===== src/rtl/gpio_evt_pkg.sv =====
package gpio_evt_pkg;
  // bus window offsets
  localparam int ADDR_W = 4;
  // configuration bit positions
  localparam int CB_OE  = 0;
  localparam int CB_OD  = 1;
  localparam int CB_POL = 4;
  localparam int CB_LVL = 5;
  localparam int CB_SMI = 6;
  localparam int CFG_FULL = 7;
  localparam int CFG_LITE = 4;

  // runtime map: event ports first (4 registers each), then plain ports (2 each)
  function automatic logic [ADDR_W-1:0] do_ofs(input int k, input int nevt);
    if (k < nevt) return ADDR_W'(4 * k);
    return ADDR_W'(4 * nevt + 2 * (k - nevt));
  endfunction
endpackage


===== src/rtl/gpio_sync.sv =====
module gpio_sync #(
  parameter int W = 32
) (
  input  logic         clk,
  input  logic         rst,
  input  logic [W-1:0] d,
  output logic [W-1:0] q
);
  logic [W-1:0] meta_q;

  always_ff @(posedge clk) begin
    if (rst) begin
      meta_q <= '0;
      q      <= '0;
    end else begin
      meta_q <= d;
      q      <= meta_q;
    end
  end
endmodule


===== src/rtl/gpio_evt_port.sv =====
module gpio_evt_port #(
  parameter int W = 8
) (
  input  logic         clk,
  input  logic         rst,
  input  logic [W-1:0] sin,
  input  logic [W-1:0] pol,
  input  logic [W-1:0] lvl,
  input  logic [W-1:0] route_smi,
  input  logic         en_wr,
  input  logic         st_wr,
  input  logic [W-1:0] wdata,
  output logic [W-1:0] en_q,
  output logic [W-1:0] st_q,
  output logic         irq_req,
  output logic         smi_req
);
  logic [W-1:0] prev_q;
  logic [W-1:0] hit;
  logic [W-1:0] clr_m;

  always_comb begin
    for (int i = 0; i < W; i++) begin
      if (lvl[i]) hit[i] = pol[i] ? sin[i] : ~sin[i];
      else        hit[i] = pol[i] ? (sin[i] & ~prev_q[i]) : (~sin[i] & prev_q[i]);
    end
  end

  assign clr_m = st_wr ? wdata : '0;

  always_ff @(posedge clk) begin
    if (rst) begin
      prev_q <= '0;
      en_q   <= '0;
      st_q   <= '0;
    end else begin
      prev_q <= sin;
      if (en_wr) en_q <= wdata;
      st_q <= (st_q & ~clr_m) | hit;
    end
  end

  assign irq_req = |(st_q & en_q & ~route_smi);
  assign smi_req = |(st_q & en_q & route_smi);


  set_wins_chk: assert property (@(posedge clk) disable iff (rst)
    1'b1 |=> ((st_q & $past(hit)) == $past(hit)));


  st_sticky_chk: assert property (@(posedge clk) disable iff (rst)
    1'b1 |=> ((~st_q & $past(st_q) & ~$past(clr_m)) == '0));
endmodule


===== src/rtl/gpio_evt_ctrl.sv =====
module gpio_evt_ctrl
  import gpio_evt_pkg::*;
#(
  parameter int PORT_W    = 8,
  parameter int NPORT     = 4,
  parameter int EVT_NPORT = 2
) (
  input  logic                    clk,
  input  logic                    rst,
  input  logic                    bus_win,
  input  logic [ADDR_W-1:0]       bus_addr,
  input  logic                    bus_wr,
  input  logic [PORT_W-1:0]       bus_wdata,
  output logic [PORT_W-1:0]       bus_rdata,
  input  logic [PORT_W*NPORT-1:0] pin_in,
  output logic [PORT_W*NPORT-1:0] pin_out,
  output logic [PORT_W*NPORT-1:0] pin_oe,
  output logic                    irq,
  output logic                    smi
);
  localparam int NPINS     = PORT_W * NPORT;
  localparam int PIN_BITS  = $clog2(PORT_W);
  localparam int PORT_BITS = $clog2(NPORT);
  localparam int IDX_W     = PIN_BITS + PORT_BITS;

  logic [NPINS-1:0]     s_in;
  logic [PORT_W-1:0]    do_q [NPORT];
  logic [IDX_W-1:0]     idx_q;
  logic [CFG_FULL-1:0]  cfg_v [NPINS];
  logic [NPINS-1:0]     od_vec;
  logic [PORT_W-1:0]    en_v [EVT_NPORT];
  logic [PORT_W-1:0]    st_v [EVT_NPORT];
  logic [EVT_NPORT-1:0] irq_r, smi_r;
  logic [EVT_NPORT-1:0][PORT_W-1:0] pol_m, lvl_m, smi_m;
  logic [PORT_W-1:0]    rd_nx;
  logic                 rt_wr, cfg_wr;

  assign rt_wr  = bus_wr & ~bus_win;
  assign cfg_wr = bus_wr & bus_win;

  gpio_sync #(.W(NPINS)) u_sync (.clk(clk), .rst(rst), .d(pin_in), .q(s_in));

  // per-pin configuration; plain ports keep only the low bits
  for (genvar p = 0; p < NPINS; p++) begin : g_cfg
    localparam int CW = ((p / PORT_W) < EVT_NPORT) ? CFG_FULL : CFG_LITE;
    localparam logic [IDX_W-1:0] MY_IDX = IDX_W'(p);
    logic [CW-1:0] cfg_r;
    always_ff @(posedge clk) begin
      if (rst) cfg_r <= '0;
      else if (cfg_wr && bus_addr == ADDR_W'(1) && idx_q == MY_IDX) cfg_r <= bus_wdata[CW-1:0];
    end
    assign cfg_v[p]  = CFG_FULL'(cfg_r);
    assign od_vec[p] = cfg_v[p][CB_OD];
  end

  always_ff @(posedge clk) begin
    if (rst) begin
      idx_q <= '0;
      for (int k = 0; k < NPORT; k++) do_q[k] <= '0;
    end else begin
      if (cfg_wr && bus_addr == '0) idx_q <= bus_wdata[IDX_W-1:0];
      if (rt_wr)
        for (int k = 0; k < NPORT; k++)
          if (bus_addr == do_ofs(k, EVT_NPORT)) do_q[k] <= bus_wdata;
    end
  end

  for (genvar e = 0; e < EVT_NPORT; e++) begin : g_evt
    for (genvar b = 0; b < PORT_W; b++) begin : g_bit
      assign pol_m[e][b] = cfg_v[e*PORT_W+b][CB_POL];
      assign lvl_m[e][b] = cfg_v[e*PORT_W+b][CB_LVL];
      assign smi_m[e][b] = cfg_v[e*PORT_W+b][CB_SMI];
    end
    gpio_evt_port #(.W(PORT_W)) u_evt (
      .clk(clk), .rst(rst),
      .sin(s_in[e*PORT_W +: PORT_W]),
      .pol(pol_m[e]), .lvl(lvl_m[e]), .route_smi(smi_m[e]),
      .en_wr(rt_wr && bus_addr == ADDR_W'(4*e+2)),
      .st_wr(rt_wr && bus_addr == ADDR_W'(4*e+3)),
      .wdata(bus_wdata),
      .en_q(en_v[e]), .st_q(st_v[e]),
      .irq_req(irq_r[e]), .smi_req(smi_r[e])
    );
  end

  always_comb begin
    rd_nx = '0;
    if (!bus_win) begin
      for (int k = 0; k < NPORT; k++) begin
        if (bus_addr == do_ofs(k, EVT_NPORT))       rd_nx = do_q[k];
        if (bus_addr == do_ofs(k, EVT_NPORT) + 1'b1) rd_nx = s_in[k*PORT_W +: PORT_W];
      end
      for (int e = 0; e < EVT_NPORT; e++) begin
        if (bus_addr == ADDR_W'(4*e+2)) rd_nx = en_v[e];
        if (bus_addr == ADDR_W'(4*e+3)) rd_nx = st_v[e];
      end
    end else if (bus_addr == '0) begin
      rd_nx = PORT_W'(idx_q);
    end else if (bus_addr == ADDR_W'(1)) begin
      rd_nx = PORT_W'(cfg_v[idx_q]);
    end
  end

  always_ff @(posedge clk) begin
    if (rst) begin
      bus_rdata <= '0;
      pin_out   <= '0;
      pin_oe    <= '0;
      irq       <= 1'b0;
      smi       <= 1'b0;
    end else begin
      bus_rdata <= rd_nx;
      for (int p = 0; p < NPINS; p++) begin
        pin_out[p] <= do_q[p / PORT_W][p % PORT_W];
        pin_oe[p]  <= cfg_v[p][CB_OE] & (~cfg_v[p][CB_OD] | ~do_q[p / PORT_W][p % PORT_W]);
      end
      irq <= |irq_r;
      smi <= |smi_r;
    end
  end


  reserved_zero_chk: assert property (@(posedge clk) disable iff (rst)
    (!$past(bus_win) && $past(bus_addr) >= ADDR_W'(4*EVT_NPORT + 2*(NPORT-EVT_NPORT)))
      |-> (bus_rdata == '0));


  lite_cfg_chk: assert property (@(posedge clk) disable iff (rst)
    ($past(bus_win) && $past(bus_addr) == ADDR_W'(1) && $past(idx_q[IDX_W-1]))
      |-> (bus_rdata[PORT_W-1:CFG_LITE] == '0));


  open_drain_chk: assert property (@(posedge clk) disable iff (rst)
    1'b1 |=> ((pin_oe & pin_out & $past(od_vec)) == '0));
endmodule


===== config.mk =====
export PLATFORM = sky130hd
export DESIGN_NAME = gpio_evt_ctrl
export DESIGN_NICKNAME = d
export VERILOG_FILES = /design/src/rtl/gpio_evt_pkg.sv /design/src/rtl/gpio_sync.sv /design/src/rtl/gpio_evt_port.sv /design/src/rtl/gpio_evt_ctrl.sv
export SDC_FILE = /design/constraint.sdc
export NUM_CORES = 1
export LEC_CHECK = 0
export ABC_AREA = 1
export BUFFER_PORTS_ARGS = -buffer_cell sky130_fd_sc_hd__buf_4
export CORE_UTILIZATION = 45
export CTS_BUF_LIST = sky130_fd_sc_hd__clkbuf_8 sky130_fd_sc_hd__clkbuf_16
export CTS_CLUSTER_SIZE = 14
export DETAILED_ROUTE_END_ITERATION = 16
export PLACE_DENSITY = 0.71
export RECOVER_POWER = 50
export SLEW_MARGIN = 20
export SYNTH_ARGS = -nofsm -noshare
export SYNTH_HDL_FRONTEND = slang
export SYNTH_SLANG_ARGS = --single-unit

===== constraint.sdc =====
create_clock -name clk -period 6.4 [get_ports clk]
set_clock_uncertainty 0.1 [all_clocks]
set_input_delay 0.96 -clock clk [delete_from_list [all_inputs] [get_ports clk]]
set_output_delay 0.96 -clock clk [all_outputs]
set_load 0.02 [all_outputs]

==> results.yml, run 1 <==
layout:
  final-seq-area_um2: 8308
  fin_nets: 2068
  layout-drive-gt1-share: 0.09153
  antennaDiodeCount: 0
  area_delta_synth_final_pct: 14.52
  nFillCells: 3279
  multi_input_area_um2: 5971
  stdcell_count: 2502
drt:
  finalWirelength_um: 50580
  vias: 14020
  drc_errors: 0
  drt_iter0_drc: 1362
  wl_per_cell_um: 20.21
  firstDrtPassIters: 8
  via_per_inst: 5.602
  drtAntennaViolNets: 0
cts:
  post_cts_resized: 0
  cts_tree: "yes"
  cts-root-buf: "clkbuf_16"
  tritoncts.num_buffers: 42
  postCtsSetupBuffers: 0
  clock_latency_ps: 540
  cts_sinks: 399
  clk_pin_slew_ps: 60
  cts_hold_buffers: 0
  cts.htree.levels: 2
  clk_path_buf_depth: 3
placement:
  placed_cells: 2424
  dp_hpwl_um: 35090
  gp_congestion: 0.9780
  dp_slack_ps: 3067
  port_buffers: 121
sta:
  worstMarginPinSlew_ps: 2171
  hold_viol_final: 0
  rsz0062_at_grt: "no"
  max_freq_ghz: 0.2240
  slew_headroom: -0.4470
  slew_violations: 39
  setup_tns_ps: 0
  setup_viol: 0
  finalCriticalPeriod_ps: 4463
  setup_ws_ps: 1937
  fin_crit_sh: 0.6974
worst_hold_path:
  min_path_type: "reg2reg"
  min_from: "u_sync.meta_q[7]"
die:
  die_w_um: 187.9
  io_pins: 122
  initial_utilization: 0.4602
  core-area_um2: 33780
  die_area_um2: 35300
  rows: 67
  chipHeight_um: 187.9
synth:
  synth_area_leaders: "dfxtp_1 47%, a21oi_1 7.5%, o21ai_0 7.2%"
  syn-cell-area_um2: 15550
  synth-seq-cells: 399
  yosysMostFrequentCell: "dfxtp_1"
  ys.flop_type: "dfxtp_1"
  syn_nets: 1986
  yosys.area.top_type: "dfxtp_1"
  syn_inst: 1938
  synth_top_area_frac: 0.4726
  async_flop_share: 0
  synth_cell_type_count: 29
  synth-edff-count: 32
  syn_avg_cell_area_um2: 8.022
  ys_top_cells_by_count: "367 x dfxtp_1, 270 x nand2_1, 233 x a21oi_1, 225 x o21ai_0, 222 x nor2_1"
  ys_warn_count: 0
  yosysSeqAreaShare: 0.5344
setup_path:
  cpPeakStageDelay_ps: 1510
  required_ps: 6440
  cp-start-kind: "input port"
  rr_startpoint: "idx_q[0]"
  cp_max_fo: 121
  critPathMostFrequentCell: "clkbuf_1"
  cp-end-kind: "register"
  path_cells: "clkbuf_1 -> inv_4 -> clkbuf_1 -> o21ai_0"
  startpoint: "rst"
  critical_path_class: "in2reg"
  critPathSlowestCell: "clkbuf_1"
  cp.arrival_ps: 4510
status:
  status: "finished with violations"
  violations: "max-capacitance violations, max-slew violations"
power:
  leakage_nw: 7.072
  vdd_drop_max_mv: 0.2099
  finalPower_mw: 5.281
  power_density_nw_per_um2: 296.6
flow_run:
  maxCapViolCount: 1
global_route:
  grt_pass1_vias: 12810
  antenna_found_initial: 1
  gr-total-overflow: 0
  grt_max_degree: 122
  track_usage: 0.2800
  grt_pass1_wl_um: 75690
-- cell families after synthesis --
logic type      count (synthesis)  synth area share
compound gates                584            0.2056
simple gates                  633            0.1779
flops                         399            0.5344
buf+inv                       322           0.08201
-- state kept, by name, summed over array words and instances (netlist names) --
| signal | flops |
|---|---|
| g_cfg.cfg_r | 176 |
| u_sync.q | 32 |
| smi | 1 |
| bus_rdata | 8 |
| do_q | 32 |
| pin_out | 32 |
| g_evt.u_evt.prev_q | 16 |
| idx_q | 5 |
| g_evt.u_evt.en_q | 16 |
| u_sync.meta_q | 32 |
| g_evt.u_evt.st_q | 16 |
| irq | 1 |
| pin_oe | 32 |
-- power breakdown --
group | switching (mW) | internal [mW]
combinational | 0.181 | 0.0612
clock | 1.00 | 1.43
sequential | 0.0442 | 2.57
-- worst max-delay path: cells and delay by family --
| family | cells | cell delay [ps] |
|---|---|---|
| AO/OA/AOI/OAI | 1 | 520 |
| buffers and inverters | 3 | 2980 |
-- final timing paths --
kind                                      endpoint  slack [ps]  depth (start not counted)
worst max-delay path                    do_q[2][2]        1940                          4
worst min-delay path                   u_sync.q[7]         300                          2
worst max register to register  g_cfg[13].cfg_r[5]        3340                         11
worst min register to register         u_sync.q[7]         300                          2
-- cells in the final DEF (no fill, tap or decap), drive strengths merged --
master	count
bufinv	4
buf	59
a211oi	9
o22ai	3
nand2	270
or2	3
clkinvlp	1
nand4	26
o211ai	8
inv	230
a31oi	16
nor3	3
nor2	258
clkinv	20
nor4	2
o221ai	5
nand3	71
edfxtp	32
a21oi	233
a22oi	68
clkbuf	124
o2111ai	5
o21ai	237
dfxtp	367
-- layer usage --
metal,track usage,vias to the layer above,routed length (um)
met2,0.4477,674,23010
met1,0.3802,6611,21100
met5,0,-,13
met3,0.04454,113,4735
li1,-,6616,-
met4,0.1051,2,1713
-- per-stage QoR --
step,hold slack (ps),area (um^2),utilization
after CTS,302.6,18090,0.5356
final,300.4,17800,0.5270
after global routing,314.8,17800,0.5270
after global placement,290.2,16700,0.4945
after floorplan,288.3,15550,-
after detailed placement,294.8,16700,0.4945
-- cell type report --
type                       instances  area share
inverter                         223     0.04716
tap                              448     0.03149
timing repair buffer             137     0.04132
clock buffer                      46     0.06276
multi-input combinational       1217      0.3354
clock inverter                    32     0.01525
sequential                       399      0.4667
(Power assumes the default switching activity.)
==> inputs of run 2 (changes only) <==
- clock period: 6.4 -> 4.4 ns (I/O delays scaled with it)
==> run 2 against run 1 <==
  * The flow still finishes with violations (max-capacitance violations, max-slew violations)
  * Clock-buffer cell count up 4
  * Clock power up 49%
  * Sequential power up 46%
  * Power up 48%
  * Largest power group unchanged
==> results.yml, run 2 (synthesis results as in run 1) <==
status:
  status: "finished with violations"
  violations: "max-capacitance violations, max-slew violations"
drt:
  finalWirelength_um: 51680
  drc_errors: 0
  wl_per_cell_um: 20.59
  drtAntennaViolNets: 0
  via_per_inst: 5.654
  drt_iter0_drc: 1490
  vias: 14190
  firstDrtPassIters: 8
layout:
  largest_reg_flops: 176
  stdcell_count: 2510
  antennaDiodeCount: 0
  fin_util: 0.5294
  area_delta_synth_final_pct: 15.03
  nFillCells: 3289
  regMostFlops: "g_cfg.cfg_r"
  layout_commonest_cell: "dfxtp_1"
  fin_nets: 2076
  layout_common_cells: "367 x dfxtp_1, 270 x nand2_1, 233 x a21oi_1"
  fin_area_um2: 17880
  layout-drive-gt1-share: 0.09311
setup_path:
  path_cells: "clkbuf_1 -> inv_4 -> clkbuf_1 -> o21ai_0 -> a21oi_1"
  rr_startpoint: "idx_q[0]"
  cp_top_family: "buffers and inverters"
  critPathSlowestCell: "clkbuf_1"
  cp_max_fo: 99
  cp.arrival_ps: 3540
  path_buf_inv: 3
  required_ps: 4790
  critical_path_class: "in2reg"
  cp-end-kind: "register"
  cpPeakStageDelay_ps: 1430
  startpoint: "rst"
  r2r_setup_slack_ps: 1690
  cp-start-kind: "input port"
  critPathMostFrequentCell: "clkbuf_1"
power:
  power_density_nw_per_um2: 435.6
  netSwitchingPower_mw: 1.852
  swShare: 0.2377
  leakage_nw: 7.086
  power_frac_clock: 0.466
  finalPower_mw: 7.790
  vdd_drop_max_mv: 0.3070
  combPwrFrac: 0.046
  seqPwrFrac: 0.488
  p_int_mw: 5.938
sta:
  fin_crit_sh: 0.7172
  slew_headroom: -0.3605
  finalCriticalPeriod_ps: 3156
  fin_hold_ws_ps: 202.1
  hold_viol_final: 0
  setup_ws_ps: 1244
  rsz0062_at_grt: "no"
  setup_tns_ps: 0
  worstMarginPinSlew_ps: 2041
  slew_violations: 145
  max_freq_ghz: 0.3169
  setup_viol: 0
cts:
  post_cts_resized: 0
  cts_sinks: 399
  clock_latency_ps: 560
  cts-root-buf: "clkbuf_16"
  cts_hold_buffers: 0
  postCtsSetupBuffers: 0
  clk_path_buf_depth: 3
  cts.htree.levels: 2
  tritoncts.num_buffers: 42
  clk_pin_slew_ps: 70
  cts_tree: "yes"
placement:
  placed_cells: 2432
  dp_slack_ps: 1506
  port_buffers: 121
  dp_hpwl_um: 36400
  dpl_cell_area_um2: 16760
  gp_congestion: 0.9609
die:
  initial_utilization: 0.4602
  rows: 67
  core-area_um2: 33780
  io_pins: 122
  die_area_um2: 35300
  chipHeight_um: 187.9
  die_w_um: 187.9
global_route:
  grt_pass1_vias: 13010
  gr-total-overflow: 0
  grt_max_degree: 100
  grt_pass1_wl_um: 77160
  track_usage: 0.2866
  antenna_found_initial: 0
worst_hold_path:
  min_path_type: "in2reg"
  min_from: "pin_in[11]"
flow_run:
  maxCapViolCount: 2
run 2: cell type report:
cell class | count | area, um^2 | area share
inverter | 223 | 839.6 | 0.04695
timing repair buffer | 145 | 774.5 | 0.04331
tap | 448 | 560.5 | 0.03134
sequential | 399 | 8308 | 0.4646
clock inverter | 28 | 249.0 | 0.01392
clock buffer | 50 | 1184 | 0.06619
multi-input combinational | 1217 | 5968 | 0.3337
run 2: power groups by stage:
stage,Sequential [mW],Combinational (mW),Clock (mW)
after CTS,3.80,0.371,3.65
after detailed placement,3.88,0.370,0
after global routing,3.80,0.386,3.83
after floorplan,3.87,0.182,0
after global placement,3.88,0.367,0
final,3.80,0.358,3.63
run 2: worst paths after layout:
check                           end  depth (start not counted)
setup / recovery  g_cfg[7].cfg_r[3]                          5
hold reg to reg        u_sync.q[16]                          2
setup reg to reg       bus_rdata[3]                         11
hold / removal    u_sync.meta_q[11]                          3
run 2: per-layer routing:
| metal | GRT usage | routed length [um] |
|---|---|---|
| met1 | 0.3845 | 21310 |
| met2 | 0.4396 | 22630 |
| met3 | 0.05596 | 5076 |
| met4 | 0.1435 | 2669 |
| met5 | 0 | 0 |
run 2: worst register-to-register path: stages, from the launching register on:
cell,delay (ps)
dfxtp_1,480
inv_1,140
nor2_4,570
buf_4,430
a22oi_1,180
nand2_1,120
nand2_1,50
nand2_1,80
o21ai_0,120
nand3_1,110
nand2_1,50
nor2_1,190
